<file path="src/rtl/addsub_pkg.sv">
package addsub_pkg;

    localparam int OPERAND_W = 5;

    typedef enum logic {
        MODE_ADD = 1'b0,
        MODE_SUB = 1'b1
    } op_mode_e;

    typedef struct packed {
        logic sum;
        logic carry;
    } bit_res_t;

    function automatic bit_res_t half_add(input logic x, input logic y);
        bit_res_t r;
        r.sum   = x ^ y;
        r.carry = x & y;
        return r;
    endfunction

endpackage

</file>
<file path="src/rtl/half_adder.sv">
module half_adder
    import addsub_pkg::*;
(
    input  logic x_i,
    input  logic y_i,
    output logic s_o,
    output logic c_o
);
    bit_res_t res;

    always_comb begin
        res = half_add(x_i, y_i);
        s_o = res.sum;
        c_o = res.carry;
    end
endmodule

</file>
<file path="src/rtl/full_adder.sv">
module full_adder (
    input  logic x_i,
    input  logic y_i,
    input  logic c_i,
    output logic s_o,
    output logic c_o
);
    logic s_part;
    logic c_first;
    logic c_second;

    half_adder u_ha_xy (
        .x_i (x_i),
        .y_i (y_i),
        .s_o (s_part),
        .c_o (c_first)
    );

    half_adder u_ha_cin (
        .x_i (s_part),
        .y_i (c_i),
        .s_o (s_o),
        .c_o (c_second)
    );

    assign c_o = c_first | c_second;
endmodule

</file>
<file path="src/rtl/operand_cond.sv">
module operand_cond
    import addsub_pkg::*;
#(
    parameter int W = OPERAND_W
) (
    input  logic [W-1:0] b_i,
    input  op_mode_e     mode_i,
    output logic [W-1:0] y_o,
    output logic         cin_o
);
    always_comb begin
        y_o   = (mode_i == MODE_SUB) ? ~b_i : b_i;
        cin_o = (mode_i == MODE_SUB);
    end
endmodule

</file>
<file path="src/rtl/ripple_chain.sv">
module ripple_chain #(
    parameter int W = 5
) (
    input  logic [W-1:0] x_i,
    input  logic [W-1:0] y_i,
    input  logic         cin_i,
    output logic [W-1:0] s_o,
    output logic         c_msb_in_o,
    output logic         c_out_o
);
    logic [W:0] carry;

    generate
        for (genvar i = 0; i < W; i++) begin : g_stage
            if (i == 0) begin : g_lsb
                logic s_raw;
                logic c_raw;
                logic c_fold;
                half_adder u_ha_base (
                    .x_i (x_i[0]),
                    .y_i (y_i[0]),
                    .s_o (s_raw),
                    .c_o (c_raw)
                );
                half_adder u_ha_mode (
                    .x_i (s_raw),
                    .y_i (cin_i),
                    .s_o (s_o[0]),
                    .c_o (c_fold)
                );
                assign carry[1] = c_raw | c_fold;
            end else begin : g_upper
                full_adder u_fa (
                    .x_i (x_i[i]),
                    .y_i (y_i[i]),
                    .c_i (carry[i]),
                    .s_o (s_o[i]),
                    .c_o (carry[i+1])
                );
            end
        end
    endgenerate

    assign carry[0]   = cin_i;
    assign c_msb_in_o = carry[W-1];
    assign c_out_o    = carry[W];
endmodule

</file>
<file path="src/rtl/result_fmt.sv">
module result_fmt #(
    parameter int W = 5
) (
    input  logic [W-1:0] sum_i,
    input  logic         c_msb_in_i,
    input  logic         c_out_i,
    output logic         valid_o,
    output logic [W:0]   disp_o
);
    localparam logic [W:0] DASH_CODE = '1;

    logic         ovf;
    logic [W-1:0] mag;

    always_comb begin
        ovf     = c_msb_in_i ^ c_out_i;
        valid_o = ~ovf;
        mag     = sum_i[W-1] ? (~sum_i + 1'b1) : sum_i;
        disp_o  = valid_o ? {sum_i[W-1], mag} : DASH_CODE;
    end

    always_comb begin
        AST_DASH_ON_OVF: assert (valid_o || disp_o == DASH_CODE);
        AST_DISP_REBUILD: assert (!valid_o ||
            ((disp_o[W] ? (~disp_o[W-1:0] + 1'b1) : disp_o[W-1:0]) == sum_i));
    end
endmodule

</file>
<file path="src/rtl/addsub_unit.sv">
module addsub_unit
    import addsub_pkg::*;
#(
    parameter int W = OPERAND_W
) (
    input  logic [W-1:0] op_a,
    input  logic [W-1:0] op_b,
    input  logic         sub_mode,
    output logic [W-1:0] sum_o,
    output logic         carry_o,
    output logic         valid_o,
    output logic [W:0]   disp_o
);
    localparam int XW = W + 2;

    op_mode_e     mode;
    logic [W-1:0] b_cond;
    logic         cin;
    logic         c_msb_in;

    assign mode = sub_mode ? MODE_SUB : MODE_ADD;

    operand_cond #(.W(W)) u_cond (
        .b_i    (op_b),
        .mode_i (mode),
        .y_o    (b_cond),
        .cin_o  (cin)
    );

    ripple_chain #(.W(W)) u_chain (
        .x_i        (op_a),
        .y_i        (b_cond),
        .cin_i      (cin),
        .s_o        (sum_o),
        .c_msb_in_o (c_msb_in),
        .c_out_o    (carry_o)
    );

    result_fmt #(.W(W)) u_fmt (
        .sum_i      (sum_i_w),
        .c_msb_in_i (c_msb_in),
        .c_out_i    (carry_o),
        .valid_o    (valid_o),
        .disp_o     (disp_o)
    );

    logic [W-1:0] sum_i_w;
    assign sum_i_w = sum_o;

    logic [W-1:0]  ref_wrap;
    logic [XW-1:0] ref_exact;
    logic [W:0]    ref_wide;

    always_comb begin
        ref_wrap  = sub_mode ? (op_a - op_b) : (op_a + op_b);
        ref_exact = sub_mode
            ? ({{2{op_a[W-1]}}, op_a} - {{2{op_b[W-1]}}, op_b})
            : ({{2{op_a[W-1]}}, op_a} + {{2{op_b[W-1]}}, op_b});
        ref_wide  = {1'b0, op_a} + {1'b0, (sub_mode ? ~op_b : op_b)}
                  + {{W{1'b0}}, sub_mode};
        AST_SUM_ARITH: assert (sum_o == ref_wrap);
        AST_CARRY_BIT: assert (carry_o == ref_wide[W]);
        AST_NO_OVERFLOW: assert (valid_o ==
            (ref_exact[XW-1:W-1] == '0 || ref_exact[XW-1:W-1] == '1));
    end
endmodule

</file>
<file path="config.mk">
export PLATFORM = sky130hd
export DESIGN_NAME = addsub_unit
export DESIGN_NICKNAME = d
export VERILOG_FILES = /design/src/rtl/addsub_pkg.sv /design/src/rtl/half_adder.sv /design/src/rtl/full_adder.sv /design/src/rtl/operand_cond.sv /design/src/rtl/ripple_chain.sv /design/src/rtl/result_fmt.sv /design/src/rtl/addsub_unit.sv
export SDC_FILE = /design/constraint.sdc
export NUM_CORES = 1
export LEC_CHECK = 0
export BUFFER_PORTS_ARGS = -buffer_cell sky130_fd_sc_hd__buf_2
export CAP_MARGIN = 20
export CORE_AREA = 2 2 39 41
export DETAILED_ROUTE_END_ITERATION = 6
export DIE_AREA = 0 0 41 43
export PLACE_DENSITY = 0.65
export SYNTH_ARGS = -nofsm -noshare
export SYNTH_HDL_FRONTEND = slang
export SYNTH_SLANG_ARGS = --single-unit
export TNS_END_PERCENT = 20
</file>
<file path="constraint.sdc">
create_clock -name vclk -period 3
set_clock_uncertainty 0.15 [all_clocks]
set_input_delay 0.45 -clock vclk [all_inputs]
set_output_delay 0.45 -clock vclk [all_outputs]
set_load 0.01 [all_outputs]
</file>
### After elaboration in Yosys (flattened, before gate mapping)

Index checks and enable logic that the tools add are counted.

* register bits after elaboration: 0
* bits of input ports: 11
* output and inout bits: 13
* word-level logic and storage cells: 34

* add/sub/neg operators: 1
* muxes and demuxes: 4
* bitwise logic cells: 29

Operators with widths (number)
* 1-bit XOR: 11
* 1-bit AND: 10
* 5-bit 2-to-1 mux: 2
* 5-bit inverter: 2
* 6-bit 2-to-1 mux: 1
* 5-bit by 1-bit adder with 5-bit output (second input constant): 1
* 1-bit bitwise OR: 5
* 1-bit 2-to-1 mux: 1
* 1-bit inverter: 1

### Longest topological paths before layout

Gate-level depths: netlist of the first run.

* word-level depth: 16
* depth in mapped cells: 11
* mapped depth without buffers: 10

### Hierarchy

A second synthesis of the first run with hierarchy kept.

* cells, all modules: 38
* area total of the unflattened synthesis: 332.8 sq um

Modules (own cells, without submodules)
* half_adder: times used 10, cells each 1, area an instance 12.5 sq um, seq. area each 0.0 sq um
* result_fmt: times used 1, cells each 16, area an instance 113.9 sq um, seq. area each 0.0 sq um
* operand_cond: times used 1, cells each 7, area an instance 62.6 sq um, seq. area each 0.0 sq um
* full_adder: times used 4, cells each 1, area an instance 6.3 sq um, seq. area each 0.0 sq um
* ripple_chain: times used 1, cells each 1, area an instance 6.3 sq um, seq. area each 0.0 sq um

### Worst setup path before layout of the first run

No wires, ideal clock.

* path kind: in2out
* start point: in sub_mode
* end point: out disp_o[3]
* arrival time: 2.868 ns
* setup slack: -0.468 ns
* stages on the path: 10
* path buffers: 1
* cell sequence: buf_2 > xnor2_1 > fa_1 > fa_1 > inv_1 > fa_1 > inv_1 > fa_1 > xor2_1 > nand4_1

* word-level cells in the longest chain between the ends: 15
* elaborated cells on any way between the ends: 32
* classes of those cells: 1 x add/sub; 4 x mux; 27 x bitwise

RTL lines
* from (decl): RTL line addsub_unit.sv:8 `input logic sub_mode,`
* 1-bit 2-to-1 mux *: RTL line addsub_unit.sv:21 `assign mode = sub_mode ? MODE_SUB : MODE_ADD;`
* parallel branches: the longest is 13 deep, another holds 5-bit by 1-bit adder with 5-bit output
* 6-bit 2-to-1 mux *: RTL line result_fmt.sv:19 `disp_o = valid_o ? {sum_i[W-1], mag} : DASH_CODE;`
* to (decl): RTL line addsub_unit.sv:12 `output logic [W:0] disp_o`

Mark *: on every way between the ends.

### Worst setup path in the final report of the first run

* start point: in op_b[1]
* end point: out disp_o[3]

* word-level cells in the longest chain between the ends: 13
* elaborated cells on any way between the ends: 21
* classes of those cells: 1 x add/sub; 3 x mux; 17 x bitwise

RTL lines
* from (decl): RTL line addsub_unit.sv:7 `input logic [W-1:0] op_b,`
* 5-bit inverter: RTL line operand_cond.sv:12 `y_o = (mode_i == MODE_SUB) ? ~b_i : b_i;`
* 5-bit 2-to-1 mux *: RTL line operand_cond.sv:12
* parallel branches: the longest is 10 deep, another holds 5-bit by 1-bit adder with 5-bit output
* 6-bit 2-to-1 mux *: RTL line result_fmt.sv:19

Marked as above.

==> results of run 1 <==
-- what timing repair did --
action,in CTS,in global routing
hold endpoints to repair,0,0
endpoints found under the setup margin,8,8
gates resized for setup,4,0
pin swaps,2,0
cloned,0,0
-- layout make-up --
cell class	count	share of cell area
tap	16	0.0404
timing repair buffer	28	0.316
multi-input combinational	28	0.568
inverter	10	0.0758
-- through the flow --
step	setup slack [ps]	utilization
after floorplan	-310	-
after global placement	-373	0.345
after detailed placement	-450	0.345
after CTS	-356	0.358
after global routing	-442	0.358
final	-327	0.358
-- routing by layer --
layer  track usage  wire length [µm]  part of all wire  vias to the layer above
met1         0.105               232              0.33                      147
met2         0.188               408              0.59                       12
met3             0                51             0.074                        0
met5             0                 0                 0                        -
met4             0                 0                 0                        0
li1              -                 -                 -                      169
-- layout by cell type (no fill, tap or decap) --
cell      n
buf_2    23
inv_1     8
nand2_1   7
fa_2      4
buf_4     4
xnor2_1   3
inv_2     2
xnor2_2   2
mux2i_1   2
xor2_1    1
xor2_4    1
nor2_2    1
nand3_1   1
and3_1    1
o21ai_0   1
nand4_1   1
nor2_1    1
o21ai_1   1
ha_1      1
buf_6     1
-- report_power, final --
group | internal [mW] | switching (mW) | total (mW)
combinational | 0.103 | 0.116 | 0.219
clock | 0 | 0 | 0
sequential | 0 | 0 | 0
total | 0.103 | 0.116 | 0.219
-- cells by family after synthesis --
kind of cell,count (synthesis)
buf+inv,16
simple gates,12
xor+xnor,7
fa+ha+maj,5
compound gates,2
mux,2
-- worst paths after layout --
| path | start | to | slack, ps |
|---|---|---|---|
| min | op_b[0] | sum_o[0] | 1150 |
| max | op_b[1] | disp_o[3] | -330 |
==> flow_summary_export.csv, run 1 <==
group,metric,value,unit
die,die_area,1760,µm²
timing,rsz0062_at_grt,"yes",
place,place_hpwl,685,µm
worst_setup_path,crit_family,"adder cells",
power_and_ir_drop,p_per_area,441,nW/µm²
timing,fin_crit,3330,ps
place,place_area,478,µm²
final_layout,n_antenna_cell,0,
place,gp_congestion,0.630,
logic_synthesis,synthMostInstantiatedCell,"inv_1",
logic_synthesis,synth_compound_area_frac,0.0310,
final_layout,fillers,164,
logic_synthesis,synthMuxAreaShare,0.0620,
drt,drt-pass1-iter-count,2,
logic_synthesis,synth_area_leaders,"fa_1 25%, buf_4 12%, inv_1 12%",
cts,cts_hold_buf,0,
run_status,status,"finished, violations left",
worst_hold_path,min_path_type,"input pin to output pin",
global_route,antenna_found_initial,0,
die,dieWidth,41,µm
logic_synthesis,synthesis.area,323,µm²
logic_synthesis,synthAdderAreaFrac,0.287,
logic_synthesis,yosys.area.top_type,"fa_1",
worst_setup_path,crit_chain,"buf_2 > xnor2_2 > fa_2 > fa_2 > inv_2 > fa_2 > inv_2 > fa_2 > nor2_2 > mux2i_1 > nand4_1 > buf_2",
final_layout,nClkBuffers,0,
timing,slew_headroom,0.835,
logic_synthesis,yosysTopAreaCellShare,0.248,
drt,ant_nets,0,
cts,postCtsSetupRepairBufs,0,
worst_setup_path,startpoint_type,"input pin",
drt,drc,0,
worst_setup_path,cp_max_fo,5,
global_route,overflow,0,
die,initial_core_util,0.233,
timing,fin_tns_setup,-1680,ps
timing,worst_hold_slack,1150,ps
power_and_ir_drop,leakage,0.271,nW
logic_synthesis,synth_xor_area_frac,0.213,
drt,avgRoutedWirePerCell,8.45,µm
global_route,grt_pass1_vias,300,
worst_setup_path,cp_data_arrival_time,2730,ps
final_layout,fin_cells,82,
worst_setup_path,crit_buf_inv,4,
worst_setup_path,path_common_cell,"fa_2",
worst_setup_path,end_kind,"output pin",
timing,max_clock_freq,301,MHz
logic_synthesis,syn_avg_cell_area,7.34,µm²
worst_setup_path,path_depth,12,
logic_synthesis,synth_common_cells,"10 x inv_1, 7 x nand2_1, 5 x buf_4",
final_layout,final_area,495,µm²
final_layout,seq_cells,0,
final_layout,area_growth_syn_to_layout,53.5,%
logic_synthesis,synth_warnings,0,
die,num_io_pins,24,
drt,via_per_inst,4.00,
final_layout,layout-drive-gt1-share,0.576,
logic_synthesis,synth_top_family_by_area,"adder cells",
die,die_h,43,µm
place,portBuffers,24,
global_route,grt_max_degree,8,
worst_setup_path,cp_slowest_cell,"fa_2",
drt,wl,693,µm
drt,num_vias,328,
run,drv_cap,0,
logic_synthesis,syn_inst,44,
worst_setup_path,critPathRequiredTime,2400,ps
die,core-area,1380,µm²
timing,finalHoldViolations,0,
timing,drv_slew,0,
worst_hold_path,hold_path_depth,4,
logic_synthesis,syn-num-nets,60,
logic_synthesis,synthDistinctLibCells,15,
global_route,grt_pass1_wl,1190,µm
worst_setup_path,cpPeakStageDelay,580,ps
final_layout,multi_input_area,282,µm²
die,rows,14,
final_layout,seqCellArea,0,µm²
worst_setup_path,criticalPathCategory,"input pin to output pin",
power_and_ir_drop,total_power,0.219,mW
timing,fin_ws,-327,ps
place,dp.cells,82,
logic_synthesis,yosysSeqAreaShare,0,
power_and_ir_drop,vdd_ir_drop_max,0.143,mV
timing,tightest_slew,247,ps
timing,setup_violations,8,
final_layout,final_nets,84,
run_status,violations,"setup timing",
logic_synthesis,yosys.area_share.simple,0.159,
drt,drt_iter0_markers,1,
timing,final.period_utilization,1.11,
global_route,grt.total_usage,0.0928,
No activity file was read; power rests on OpenSTA's default activity.
==> run 2: changes to the inputs <==
Settings changed: PLACE_DENSITY 0.65 to default, RECOVER_POWER from default to 100.
==> flow_summary_export.csv, run 2 (synthesis gave the netlist of run 1 again) <==
group,metric,value,unit
cts,cts_hold_buf,0,
timing,fin_ws,-318,ps
final_layout,layout-drive-gt1-share,0.559,
global_route,busiest_layer,"met2",
die,die_h,43,µm
final_layout,area_growth_syn_to_layout,59.3,%
global_route,grt_pass1_wl,931,µm
run,drv_cap,0,
run_status,violations,"setup timing",
timing,final.period_utilization,1.11,
drt,wl,609,µm
worst_setup_path,crit_path_start,"sub_mode",
final_layout,final_cell_mix,"20 x buf_2, 8 x inv_1, 7 x nand2_1, 6 x buf_4, 4 x fa_2",
timing,rsz0062_at_grt,"yes",
die,rows,14,
global_route,grt.total_usage,0.0716,
place,place_ws,-399,ps
drt,drt_iter0_markers,4,
final_layout,final_area,514,µm²
final_layout,nClkBuffers,0,
worst_setup_path,end_kind,"output pin",
drt,drt-pass1-iter-count,2,
final_layout,seqCellArea,0,µm²
worst_setup_path,startpoint_type,"input pin",
drt,ant_nets,0,
place,place_area,493,µm²
final_layout,final_common_cell,"buf_2",
place,portBuffers,24,
worst_hold_path,min_path_type,"input pin to output pin",
drt,via_per_inst,3.96,
final_layout,post-route-util,0.372,
die,num_io_pins,24,
timing,drv_slew,0,
die,initial_core_util,0.233,
global_route,use_met3,0,
drt,num_vias,333,
timing,setup_violations,8,
die,dieWidth,41,µm
place,place_hpwl,594,µm
timing,slew_headroom,0.822,
global_route,grt_pass1_vias,254,
final_layout,seq_cells,0,
final_layout,fillers,149,
power_and_ir_drop,p_per_area,429,nW/µm²
drt,drc,0,
timing,tightest_slew,266,ps
worst_setup_path,criticalPathCategory,"input pin to output pin",
final_layout,final_nets,86,
global_route,globalRouteMet2Util,0.138,
global_route,grt_max_degree,8,
die,die_area,1760,µm²
drt,avgRoutedWirePerCell,7.25,µm
timing,worst_hold_slack,1210,ps
die,core-area,1380,µm²
timing,max_clock_freq,301,MHz
final_layout,n_antenna_cell,0,
timing,fin_crit,3320,ps
worst_hold_path,hp-start,"op_a[0]",
worst_setup_path,critPathRequiredTime,2400,ps
worst_setup_path,cp_max_fo,5,
power_and_ir_drop,vdd_ir_drop_max,0.134,mV
global_route,antenna_found_initial,0,
worst_setup_path,cp_data_arrival_time,2720,ps
global_route,met1_usage,0.0879,
power_and_ir_drop,leakage,0.277,nW
run_status,status,"finished, violations left",
final_layout,multi_input_area,282,µm²
timing,finalHoldViolations,0,
global_route,overflow,0,
place,gp_congestion,0.664,
run 2: cell types whose count changed in the layout (fill, tap and decap cells not counted):
cell / before / now
buf_2: 23 / 20
buf_4: 4 / 6
clkbuf_1: 0 / 2
buf_6: 1 / 2
run 2: repair_timing:
item / 4_1_cts / 5_1_grt
pin swaps: 1 / 0
setup endpoints to repair: 8 / 8
gates resized for setup: 5 / 0
hold endpoints to repair: 0 / 0
buffers inserted: 0 / 0
run 2: path summary, 6_finish.rpt:
kind	endpoint	slack (ps)	cells past startpoint
setup / recovery	disp_o[3]	-320	12
hold / removal	sum_o[0]	1210	5
run 2: per-layer routing:
layer / up-vias / share of wire
met5: - / 0
met4: 0 / 0
li1: 175 / -
met2: 12 / 0.54
met1: 146 / 0.38
met3: 0 / 0.079
run 2: critical path, stage by stage:
cell     delay (ps)
buf_6           100
xnor2_2         130
fa_2            360
fa_2            340
inv_2            70
fa_2            210
inv_2            40
fa_2            580
nor2_2           60
mux2i_1         130
nand4_1         100
buf_2           150
run 2: layout make-up:
cell class / instances / area share
well taps: 16 / 0.0389
repair buffers: 30 / 0.341
inverters: 10 / 0.0730
multi-input cells: 28 / 0.547
run 2: stage by stage:
stage          total power, mW  cells  setup TNS [ps]
2_1_floorplan            0.157     44           -1680
3_3_place_gp             0.216     84           -2280
3_5_place_dp             0.217     84           -2420
4_1_cts                  0.225     84           -1630
5_1_grt                  0.250     84           -2310
6_report                 0.221     84           -1570
run 2: power by group:
group	switching, mW	total [mW]	internal [mW]
Sequential	0	0	0
Combinational	0.114	0.221	0.106
Clock	0	0	0
Total	0.114	0.221	0.106
==> run 3: changes to the inputs <==
Clock period 3 ns to 3.75 ns, I/O delays scaled along.
==> flow_summary_export.csv, run 3 (synthesis gave the netlist of run 1 again) <==
group,metric,value,unit
worst_setup_path,crit_buf_inv,4,
final_layout,n_antenna_cell,0,
global_route,grt.total_usage,0.0746,
final_layout,final_area,447,µm²
final_layout,final_cell_mix,"23 x buf_2, 8 x inv_1, 7 x nand2_1, 5 x xnor2_1, 4 x fa_2",
power_and_ir_drop,leakage,0.247,nW
timing,setup_violations,0,
final_layout,final_common_cell,"buf_2",
worst_setup_path,crit_chain,"buf_2 > xnor2_1 > fa_2 > fa_2 > inv_2 > fa_2 > inv_2 > fa_2 > nor2_2 > mux2i_1 > nand4_1 > buf_2",
place,place_hpwl,600,µm
worst_setup_path,startpoint_type,"input pin",
global_route,grt_pass1_wl,993,µm
drt,wl,698,µm
drt,avgRoutedWirePerCell,8.62,µm
die,num_io_pins,24,
place,gp_congestion,0.655,
final_layout,layout-drive-gt1-share,0.508,
place,portBuffers,24,
final_layout,area_growth_syn_to_layout,38.4,%
drt,via_per_inst,4.04,
timing,worst_hold_slack,1400,ps
timing,drv_slew,0,
run,drv_cap,0,
global_route,grt_max_degree,8,
drt,num_vias,327,
power_and_ir_drop,total_power,0.166,mW
final_layout,nClkBuffers,0,
final_layout,final_nets,83,
drt,drt-pass1-iter-count,1,
final_layout,seqCellArea,0,µm²
timing,final.period_utilization,0.974,
worst_setup_path,critPathRequiredTime,3040,ps
worst_setup_path,end_kind,"output pin",
timing,finalHoldViolations,0,
global_route,grt_pass1_vias,247,
place,dp.cells,80,
power_and_ir_drop,p_per_area,372,nW/µm²
worst_setup_path,cpPeakStageDelay,620,ps
power_and_ir_drop,vdd_ir_drop_max,0.151,mV
global_route,antenna_found_initial,0,
drt,ant_nets,0,
place,place_ws,38.0,ps
die,dieWidth,41,µm
timing,fin_crit,3650,ps
worst_setup_path,cp_data_arrival_time,2940,ps
worst_setup_path,cp_max_fo,6,
drt,drc,0,
worst_setup_path,cp_slowest_cell,"fa_2",
timing,max_clock_freq,274,MHz
die,die_h,43,µm
die,rows,14,
worst_setup_path,crit_family,"adder cells",
place,place_area,435,µm²
worst_hold_path,min_path_type,"input pin to output pin",
final_layout,fin_cells,81,
timing,slew_headroom,0.727,
die,initial_core_util,0.233,
run_status,status,"completed",
drt,drt_iter0_markers,0,
timing,tightest_slew,406,ps
timing,fin_ws,98.9,ps
cts,cts_hold_buf,0,
die,die_area,1760,µm²
worst_setup_path,criticalPathCategory,"input pin to output pin",
global_route,overflow,0,
final_layout,seq_cells,0,
die,core-area,1380,µm²
worst_setup_path,path_common_cell,"fa_2",
[run 3: per-stage QoR]
stage | util | TNS [ps]
2_1_floorplan | - | 0
3_3_place_gp | 0.315 | 0
3_5_place_dp | 0.315 | 0
4_1_cts | 0.315 | 0
5_1_grt | 0.323 | -3.16
6_report | 0.323 | 0
[run 3: power breakdown]
group	internal, mW	switching (mW)
Clock	0	0
Combinational	0.0770	0.0891
Sequential	0	0
[run 3: what timing repair did]
| action | CTS | global route |
|---|---|---|
| buffers inserted | 0 | 1 |
| endpoints found under the setup margin | 0 | 3 |
| resized for setup | 0 | 8 |
[run 3: path summary, 6_finish.rpt]
kind,from,to,slack (ps),cells after the start
worst min-delay path,op_a[0],sum_o[0],1400,4
worst max-delay path,sub_mode,disp_o[3],100,12
[run 3: per-layer routing]
metal  GRT usage  wire [µm]
met1       0.104        270
met2       0.131        373
met3           0         55
met4           0          0
met5           0          0
[run 3: tightest hold or removal path: stages]
cell,delay [ps]
buf_2,100
xnor2_1,130
inv_1,70
buf_2,120
[run 3: area by class of cell]
| cell class | count | area, µm² |
|---|---|---|
| Fill cell | 170 | 937 |
| Tap cell | 16 | 20.0 |
| Inverter | 10 | 37.5 |
| Timing Repair Buffer | 27 | 141 |
| Multi-Input combinational cell | 28 | 248 |
